## src/rtl/pmu_pkg.sv

```systemverilog
package pmu_pkg;
  localparam int PMU_DATA_W   = 8;
  localparam int PMU_PAGE_W   = 2;
  localparam int PMU_BANK_W   = 4;
  localparam int PMU_PAGES    = 1 << PMU_PAGE_W;
  // field positions within the control byte
  localparam int PMU_FLAG_POS = 7;
  localparam int PMU_PAGE_LSB = 4;
  localparam int PMU_BANK_LSB = 0;

  typedef logic [PMU_BANK_W-1:0] bank_t;
  typedef logic [PMU_PAGE_W-1:0] page_t;

  typedef struct packed {
    logic  boot;
    page_t page;
    bank_t bank;
  } map_cmd_t;
endpackage

```

## src/rtl/pmu_port_decode.sv

```systemverilog
module pmu_port_decode
  import pmu_pkg::*;
(
  input  logic                  rst,
  input  logic                  io_sel,
  input  logic                  io_req,
  input  logic                  io_wr,
  input  logic [PMU_DATA_W-1:0] io_data,
  output logic                  wr_hit,
  output map_cmd_t              cmd
);
  // a strobe seen during reset is dropped
  assign wr_hit   = io_sel & io_req & io_wr & ~rst;
  assign cmd.boot = io_data[PMU_FLAG_POS];
  assign cmd.page = io_data[PMU_PAGE_LSB +: PMU_PAGE_W];
  assign cmd.bank = io_data[PMU_BANK_LSB +: PMU_BANK_W];
endmodule

```

## src/rtl/pmu_page_table.sv

```systemverilog
module pmu_page_table
  import pmu_pkg::*;
#(
  parameter int PAGES = PMU_PAGES
) (
  input  logic  clk,
  input  logic  we,
  input  page_t wr_page,
  input  bank_t wr_bank,
  input  page_t rd_page,
  output bank_t rd_bank
);
  bank_t entry_q [PAGES];

  // entries carry no reset; each one loads only on its own index
  for (genvar g = 0; g < PAGES; g++) begin : g_entry
    always_ff @(posedge clk) begin
      if (we && (wr_page == page_t'(g))) entry_q[g] <= wr_bank;
    end
  end

  assign rd_bank = entry_q[rd_page];
endmodule

```

## src/rtl/pmu_boot_ctl.sv

```systemverilog
module pmu_boot_ctl (
  input  logic clk,
  input  logic rst,
  input  logic wr_hit,
  input  logic wr_boot,
  output logic boot_q
);
  always_ff @(posedge clk) begin
    if (rst)         boot_q <= 1'b1;
    else if (wr_hit) boot_q <= wr_boot;
  end
endmodule

```

## src/rtl/pmu_chip_sel.sv

```systemverilog
module pmu_chip_sel
  import pmu_pkg::*;
#(
  parameter bank_t BOOT_BANK = 4'h7
) (
  input  logic  boot_q,
  input  bank_t table_bank,
  input  logic  mem_req,
  output bank_t ext_addr,
  output logic  rom_cs_n,
  output logic  ram_cs_n
);
  localparam int TYPE_BIT = PMU_BANK_W - 1;

  logic use_ram;

  assign ext_addr = boot_q ? BOOT_BANK : table_bank;
  assign use_ram  = ext_addr[TYPE_BIT];
  assign rom_cs_n = ~(mem_req & ~use_ram);
  assign ram_cs_n = ~(mem_req &  use_ram);
endmodule

```

## src/rtl/page_map_unit.sv

```systemverilog
module page_map_unit
  import pmu_pkg::*;
#(
  parameter bank_t BOOT_BANK = 4'h7
) (
  input  logic                  clk,
  input  logic                  rst,
  input  logic                  io_sel,
  input  logic                  io_req,
  input  logic                  io_wr,
  input  logic [PMU_DATA_W-1:0] io_data,
  input  logic [PMU_PAGE_W-1:0] page_sel,
  input  logic                  mem_req,
  output logic [PMU_BANK_W-1:0] ext_addr,
  output logic                  rom_cs_n,
  output logic                  ram_cs_n
);
  logic     wr_hit;
  map_cmd_t cmd;
  logic     boot_q;
  bank_t    table_bank;

  pmu_port_decode u_dec (
    .rst     (rst),
    .io_sel  (io_sel),
    .io_req  (io_req),
    .io_wr   (io_wr),
    .io_data (io_data),
    .wr_hit  (wr_hit),
    .cmd     (cmd)
  );

  pmu_page_table #(.PAGES(PMU_PAGES)) u_tbl (
    .clk     (clk),
    .we      (wr_hit),
    .wr_page (cmd.page),
    .wr_bank (cmd.bank),
    .rd_page (page_sel),
    .rd_bank (table_bank)
  );

  pmu_boot_ctl u_boot (
    .clk     (clk),
    .rst     (rst),
    .wr_hit  (wr_hit),
    .wr_boot (cmd.boot),
    .boot_q  (boot_q)
  );

  pmu_chip_sel #(.BOOT_BANK(BOOT_BANK)) u_cs (
    .boot_q     (boot_q),
    .table_bank (table_bank),
    .mem_req    (mem_req),
    .ext_addr   (ext_addr),
    .rom_cs_n   (rom_cs_n),
    .ram_cs_n   (ram_cs_n)
  );
endmodule

```

## config.mk

```make
export PLATFORM = sky130hd
export DESIGN_NAME = page_map_unit
export DESIGN_NICKNAME = d
export VERILOG_FILES = /design/src/rtl/pmu_pkg.sv /design/src/rtl/pmu_port_decode.sv /design/src/rtl/pmu_page_table.sv /design/src/rtl/pmu_boot_ctl.sv /design/src/rtl/pmu_chip_sel.sv /design/src/rtl/page_map_unit.sv
export SDC_FILE = /design/constraint.sdc
export NUM_CORES = 1
export LEC_CHECK = 0
export ABC_AREA = 1
export CAP_MARGIN = 10
export CORE_UTILIZATION = 25
export DETAILED_ROUTE_END_ITERATION = 8
export SLEW_MARGIN = 20
export SYNTH_ARGS = -nofsm -noshare
export SYNTH_HDL_FRONTEND = slang
export SYNTH_HIERARCHICAL = 1
export SYNTH_SLANG_ARGS = --single-unit
```

## constraint.sdc

```tcl
create_clock -name clk -period 1.1 [get_ports clk]
set_input_delay 0.22 -clock clk [delete_from_list [all_inputs] [get_ports clk]]
set_output_delay 0.22 -clock clk [all_outputs]
set_load 0.005 [all_outputs]
```

# Word-level counts from Yosys, hierarchy flattened
# Memories as Yosys holds them, arrays and structs flattened.
# Index checks and enable logic that the tools add are counted.
# classes
n_eq_ne,3
reduce_logical,8
muxes,18
bitwise_logic,9
# ops
op,n
4-bit two-way mux,4
4-bit OR reduction,3
1-bit two-way mux,11
2-bit two-way mux,3
1-bit bitwise AND,5
"2-bit equality test, second input constant",2
1-bit logical AND,4
1-bit NOT,4
"2-bit by 1-bit equality test with 1-bit output, second input constant",1
2-bit logical NOT,1
# totals
in_bits,16
mem_count,1
ramBits,16
word_cells,40
ff_bits,1
# mem_list
memory,depth,word_bits,read_ports,rd_clocked_by_memory_dff,write_ports,line_no,source
u_tbl.entry_q,4,4,1,0,1,pmu_page_table.sv:13,bank_t entry_q [PAGES];

# Logic depth before layout (Yosys ltp)
# depth
depth_word,10
depth_mapped,7
mapped_depth_nobuf,6

# Hierarchy
# The synthesis kept the hierarchy.
# modules_own_cells
module,seq_area_each_um2,area_per_inst_um2,instances,cells_each
pmu_page_table,480.5,708.2,1,70
pmu_port_decode,0.0,70.1,1,11
pmu_boot_ctl,20.0,47.5,1,6
pmu_chip_sel,0.0,38.8,1,8

# Worst setup path before layout
# Ideal clock, no wire load.
# synth_path
path_type,in2reg
start,input port rst
end,memory u_tbl/entry_q[3][0] in the netlist's numbering (enable)
setup_ns,0.361
stages,5
required_time_ns,0.739
path_slack_ns,-0.072
t_arrival_ns,0.811
path_cell_list,inv_1 nand2_1 nor2_2 inv_2 nor3_1
# synth_between
elab_chain_cells,9
word_cells_on_any_way,23
cone_classes,14 x mux; 2 x bitwise; 7 x reduce/logical
# synth_lines
element,line_no,source
from (decl),page_map_unit.sv:7,"input logic rst,"
1-bit NOT (*),pmu_port_decode.sv:13,assign wr_hit = io_sel & io_req & io_wr & ~rst;
1-bit bitwise AND (*),pmu_port_decode.sv:13,
named net wr_hit,page_map_unit.sv:18,logic wr_hit;
1-bit logical AND,pmu_page_table.sv:18,if (we && (wr_page == page_t'(g))) entry_q[g] <= wr_bank;
1-bit two-way mux,pmu_page_table.sv:18,
1-bit two-way mux (not written as such),pmu_page_table.sv:18,
4-bit OR reduction (no line),--,
2-bit two-way mux (no line) or 1-bit two-way mux (tied branches) (3 in series),--,
to (decl),pmu_page_table.sv:13,
# Mark *: on every way through the listed nets, which the timed path passes. The rest lies on a longest branch.

# Worst setup path after layout
# layout_path
start,memory u_tbl/entry_q[1][0] in the netlist's numbering
end,output port ext_addr[0]
# layout_between
elab_chain_cells,2
# layout_lines
element,line_no,source
memory read 4 x 4 bit,--,
named net table_bank[0],page_map_unit.sv:21,bank_t table_bank;
4-bit two-way mux,pmu_chip_sel.sv:17,assign ext_addr = boot_q ? BOOT_BANK : table_bank;
to (decl),page_map_unit.sv:14,"output logic [PMU_BANK_W-1:0] ext_addr,"
# The timed path passes the listed nets, and every way through them passes these cells.

==> run_summary.xml <==
<?xml version="1.0" encoding="UTF-8"?>
<metrics>
  <group name="synth">
    <metric name="synth.cell_area" unit="um2">865</metric>
    <metric name="yosys_warnings" unit="">6</metric>
    <metric name="synth_commonest_cells" unit="">25 x nand2_1, 17 x inv_1, 16 x edfxtp_1</metric>
    <metric name="post_synthesis_async_set_or_reset_flop_share" unit="">0</metric>
    <metric name="postSynthRegisterBits" unit="">17</metric>
    <metric name="top_count_cell_post_synth" unit="">nand2_1</metric>
    <metric name="synth.avg_cell_area" unit="um2">9.10</metric>
    <metric name="synth.top_cells.by_area" unit="">edfxtp_1 56%, nand2_1 11%, inv_1 7.4%</metric>
    <metric name="synth_sequential_area_ratio" unit="">0.579</metric>
    <metric name="synth_top_area_share" unit="">0.556</metric>
    <metric name="synthDistinctLibCells" unit="">14</metric>
    <metric name="post-synth-top-area-cell" unit="">edfxtp_1</metric>
    <metric name="number_of_synthesized_flops_with_an_enable_pin" unit="">16</metric>
    <metric name="synth_top_flop_cell" unit="">edfxtp_1</metric>
    <metric name="syn_nets" unit="">111</metric>
    <metric name="synthesis.instances" unit="">95</metric>
  </group>
  <group name="route">
    <metric name="detail_route.drc_violations" unit="">0</metric>
    <metric name="vias" unit="">628</metric>
    <metric name="drt_first_iter_violations" unit="">14</metric>
    <metric name="drtAntennaViolNets" unit="">0</metric>
    <metric name="routed_wire_length_per_instance" unit="um">9.35</metric>
    <metric name="met2_wirelength" unit="um">780</metric>
    <metric name="detailed_routed_wire_length_on_met3" unit="um">53</metric>
    <metric name="dr.pass1.iters" unit="">4</metric>
    <metric name="route.top_layer_used" unit="">met4</metric>
    <metric name="via_per_inst" unit="">3.76</metric>
    <metric name="detail_route.wirelength.met1" unit="um">702</metric>
    <metric name="routed_wirelength" unit="um">1560</metric>
  </group>
  <group name="global_route">
    <metric name="vias_in_the_first_global_route" unit="">555</metric>
    <metric name="antenna_found_initial" unit="">0</metric>
    <metric name="grt_start_max_net_pins" unit="">11</metric>
    <metric name="grt_pass1_wl" unit="um">2260</metric>
    <metric name="grtUsageTotal" unit="">0.0883</metric>
    <metric name="grt_remaining_overflow" unit="">0</metric>
  </group>
  <group name="die">
    <metric name="floorplan.initialDensity" unit="">0.272</metric>
    <metric name="core_region_area" unit="mm2">0.00318</metric>
    <metric name="die_wd" unit="um">60.8</metric>
    <metric name="die_h" unit="um">60.8</metric>
    <metric name="rows" unit="">20</metric>
    <metric name="ioPinCount" unit="">22</metric>
    <metric name="dieArea" unit="mm2">0.00370</metric>
  </group>
  <group name="clocking">
    <metric name="clk-insertion-delay-late" unit="ns">0.28</metric>
    <metric name="tritoncts.num_buffers" unit="">3</metric>
    <metric name="ctsLongestPathBuffers" unit="">2</metric>
    <metric name="tritoncts_num_sinks" unit="">17</metric>
    <metric name="clock_tree.root_cell" unit="">clkbuf_4</metric>
    <metric name="cts_tree" unit="">done</metric>
    <metric name="htree_num_levels" unit="">1</metric>
    <metric name="path_clk_slew" unit="ns">0.09</metric>
  </group>
  <group name="sta">
    <metric name="min_tclk_post_route" unit="ns">1.44</metric>
    <metric name="grt_setup_unrepaired" unit="">yes</metric>
    <metric name="setup_viol_count_final" unit="">6</metric>
    <metric name="smallest_setup_slack_after_layout" unit="ns">-0.335</metric>
    <metric name="finalHoldWorstSlack" unit="ns">0.267</metric>
    <metric name="number_of_hold_slack_violations_in_the_final_timing_report" unit="">0</metric>
    <metric name="timing.fmax" unit="MHz">697</metric>
    <metric name="worst-slew-pin-transition" unit="ns">0.164</metric>
    <metric name="setup-tns-final" unit="ns">-1.67</metric>
    <metric name="timing_max_transition_violations_final" unit="">0</metric>
    <metric name="timing.slew.headroom" unit="">0.890</metric>
    <metric name="clock-skew-final" unit="ns">0</metric>
    <metric name="final_min_period_over_clock_period" unit="">1.30</metric>
  </group>
  <group name="setup_path">
    <metric name="path_max_fanout" unit="">1</metric>
    <metric name="worst-setup-path-type" unit="">reg -&gt; out</metric>
    <metric name="rr_startpoint" unit="">u_boot/boot_q</metric>
    <metric name="reg2reg_slack" unit="ns">0.39</metric>
    <metric name="worst-r2r-cell-count" unit="">3</metric>
    <metric name="critPathSlowestCell" unit="">edfxtp_1</metric>
    <metric name="crit_buf_inv" unit="">2</metric>
    <metric name="critical_path.cell_chain" unit="">inv_1, nand2_1, nand3_1, nand2_1, or2_1, buf_2</metric>
    <metric name="crit_required" unit="ns">0.88</metric>
    <metric name="cell_seen_most_often_among_critical_path_stages" unit="">nand2_1</metric>
    <metric name="startpoint_type" unit="">flop</metric>
    <metric name="worstReg2RegEnd" unit="">u_boot/boot_q</metric>
    <metric name="endpoint_kind" unit="">output port</metric>
    <metric name="slowest_delay" unit="ns">0.38</metric>
    <metric name="worstPathArrival" unit="ns">1.22</metric>
    <metric name="critical_path.top_delay_family" unit="">flip-flops</metric>
    <metric name="startpoint" unit="">u_tbl/entry_q[1][0]</metric>
  </group>
  <group name="place">
    <metric name="dp_worst_setup_slack" unit="ns">-0.841</metric>
    <metric name="globalplace.congestion" unit="">0.804</metric>
    <metric name="detailedPlacementHpwl" unit="um">1110</metric>
    <metric name="numPortBuffers" unit="">20</metric>
  </group>
  <group name="layout">
    <metric name="final_util" unit="">0.364</metric>
    <metric name="layout-area-overhead-vs-synth" unit="%">33.9</metric>
    <metric name="antennaDiodeCount" unit="">0</metric>
    <metric name="final_layout_size_suffix_gt1_frac" unit="">0.317</metric>
    <metric name="final_nets" unit="">140</metric>
  </group>
  <group name="power">
    <metric name="power-per-cell-area" unit="mW/mm2">1010</metric>
    <metric name="max-vdd-ir-drop" unit="V">0.000370</metric>
    <metric name="static-leakage-power" unit="nW">0.544</metric>
  </group>
  <group name="flow_run">
    <metric name="max_cap_viol_count" unit="">0</metric>
  </group>
  <group name="hold_path">
    <metric name="holdCritPathClass" unit="">in -&gt; reg</metric>
    <metric name="hold_end" unit="">u_boot/boot_q</metric>
    <metric name="hold_depth" unit="">3</metric>
    <metric name="worstHoldStart" unit="">rst</metric>
  </group>
  <group name="status">
    <metric name="failed_checks" unit="">setup timing</metric>
    <metric name="run_status" unit="">complete, but fails checks</metric>
  </group>
</metrics>
worst register-to-register path: stages, from the launching register on:
cell,delay [ns]
dfxtp_1,0.36
buf_4,0.15
nand2_2,0.06
nand3_2,0.05
layer usage:
metal  GRT usage  up-vias
met4      0.0682        0
met3      0.0128        2
met1       0.108      274
met2       0.140       14
met5           0        -
li1            -      338
worst max-delay path by stage:
stage	slack [ns]	endpoint	cells past startpoint
after floorplan	-0.07	u_tbl/entry_q[3][0]	5
after global placement	-0.83	rom_cs_n	9
after detailed placement	-0.84	rom_cs_n	9
after CTS	-0.35	ext_addr[0]	6
after global routing	-0.42	ext_addr[2]	6
final	-0.34	ext_addr[0]	6
registers in the layout (all words and copies together) (netlist names):
signal / flops
u_tbl/entry_q: 16
u_boot/boot_q: 1
area by class of cell:
type	count	area, um2
Clock buffer	3	22.5
Clock inverter	1	5.00
Fill cell	328	2020
Inverter	26	100
Multi-Input combinational cell	44	223
Sequential cell	17	500
Tap cell	44	55.1
Timing Repair Buffer	32	251
layout by cell type (no fill, tap or decap), drive strengths merged, types with 3 or more instances in the layout:
cell	n
nand2	26
or2	3
clkbuf	4
inv	26
clkdlybuf4s50	6
dlygate4sd2	8
nand3	10
nor3	4
edfxtp	16
buf	17
power by group:
part	internal, W	switching [W]
sequential	0.000714	0.00000356
clock	0.000135	0.000181
combinational	0.0000719	0.0000647
total	0.000921	0.000249
per-stage QoR:
| step | total power (W) | cells | area [um2] |
|---|---|---|---|
| 3_5_place_dp | 0.000872 | 159 | 1120 |
| 6_report | 0.00117 | 167 | 1160 |
| 5_1_grt | 0.00122 | 167 | 1160 |
| 2_1_floorplan | 0.000808 | 95 | 865 |
| 4_1_cts | 0.00118 | 167 | 1150 |
| 3_3_place_gp | 0.000869 | 159 | 1120 |
cells by family after synthesis:
group | synth area share
buffers and inverters | 0.190
DFF | 0.579
and+or+nand+nor | 0.232
timing repair:
action / in CTS / in global routing
gates cloned: 1 / 0
buffers inserted: 3 / 0
resized for setup: 34 / 3
pin swaps: 8 / 4
endpoints found under the setup margin: 22 / 18
hold endpoints to repair: 0 / 0
hold buffers: 0 / 0
(Power assumes the default switching activity.)
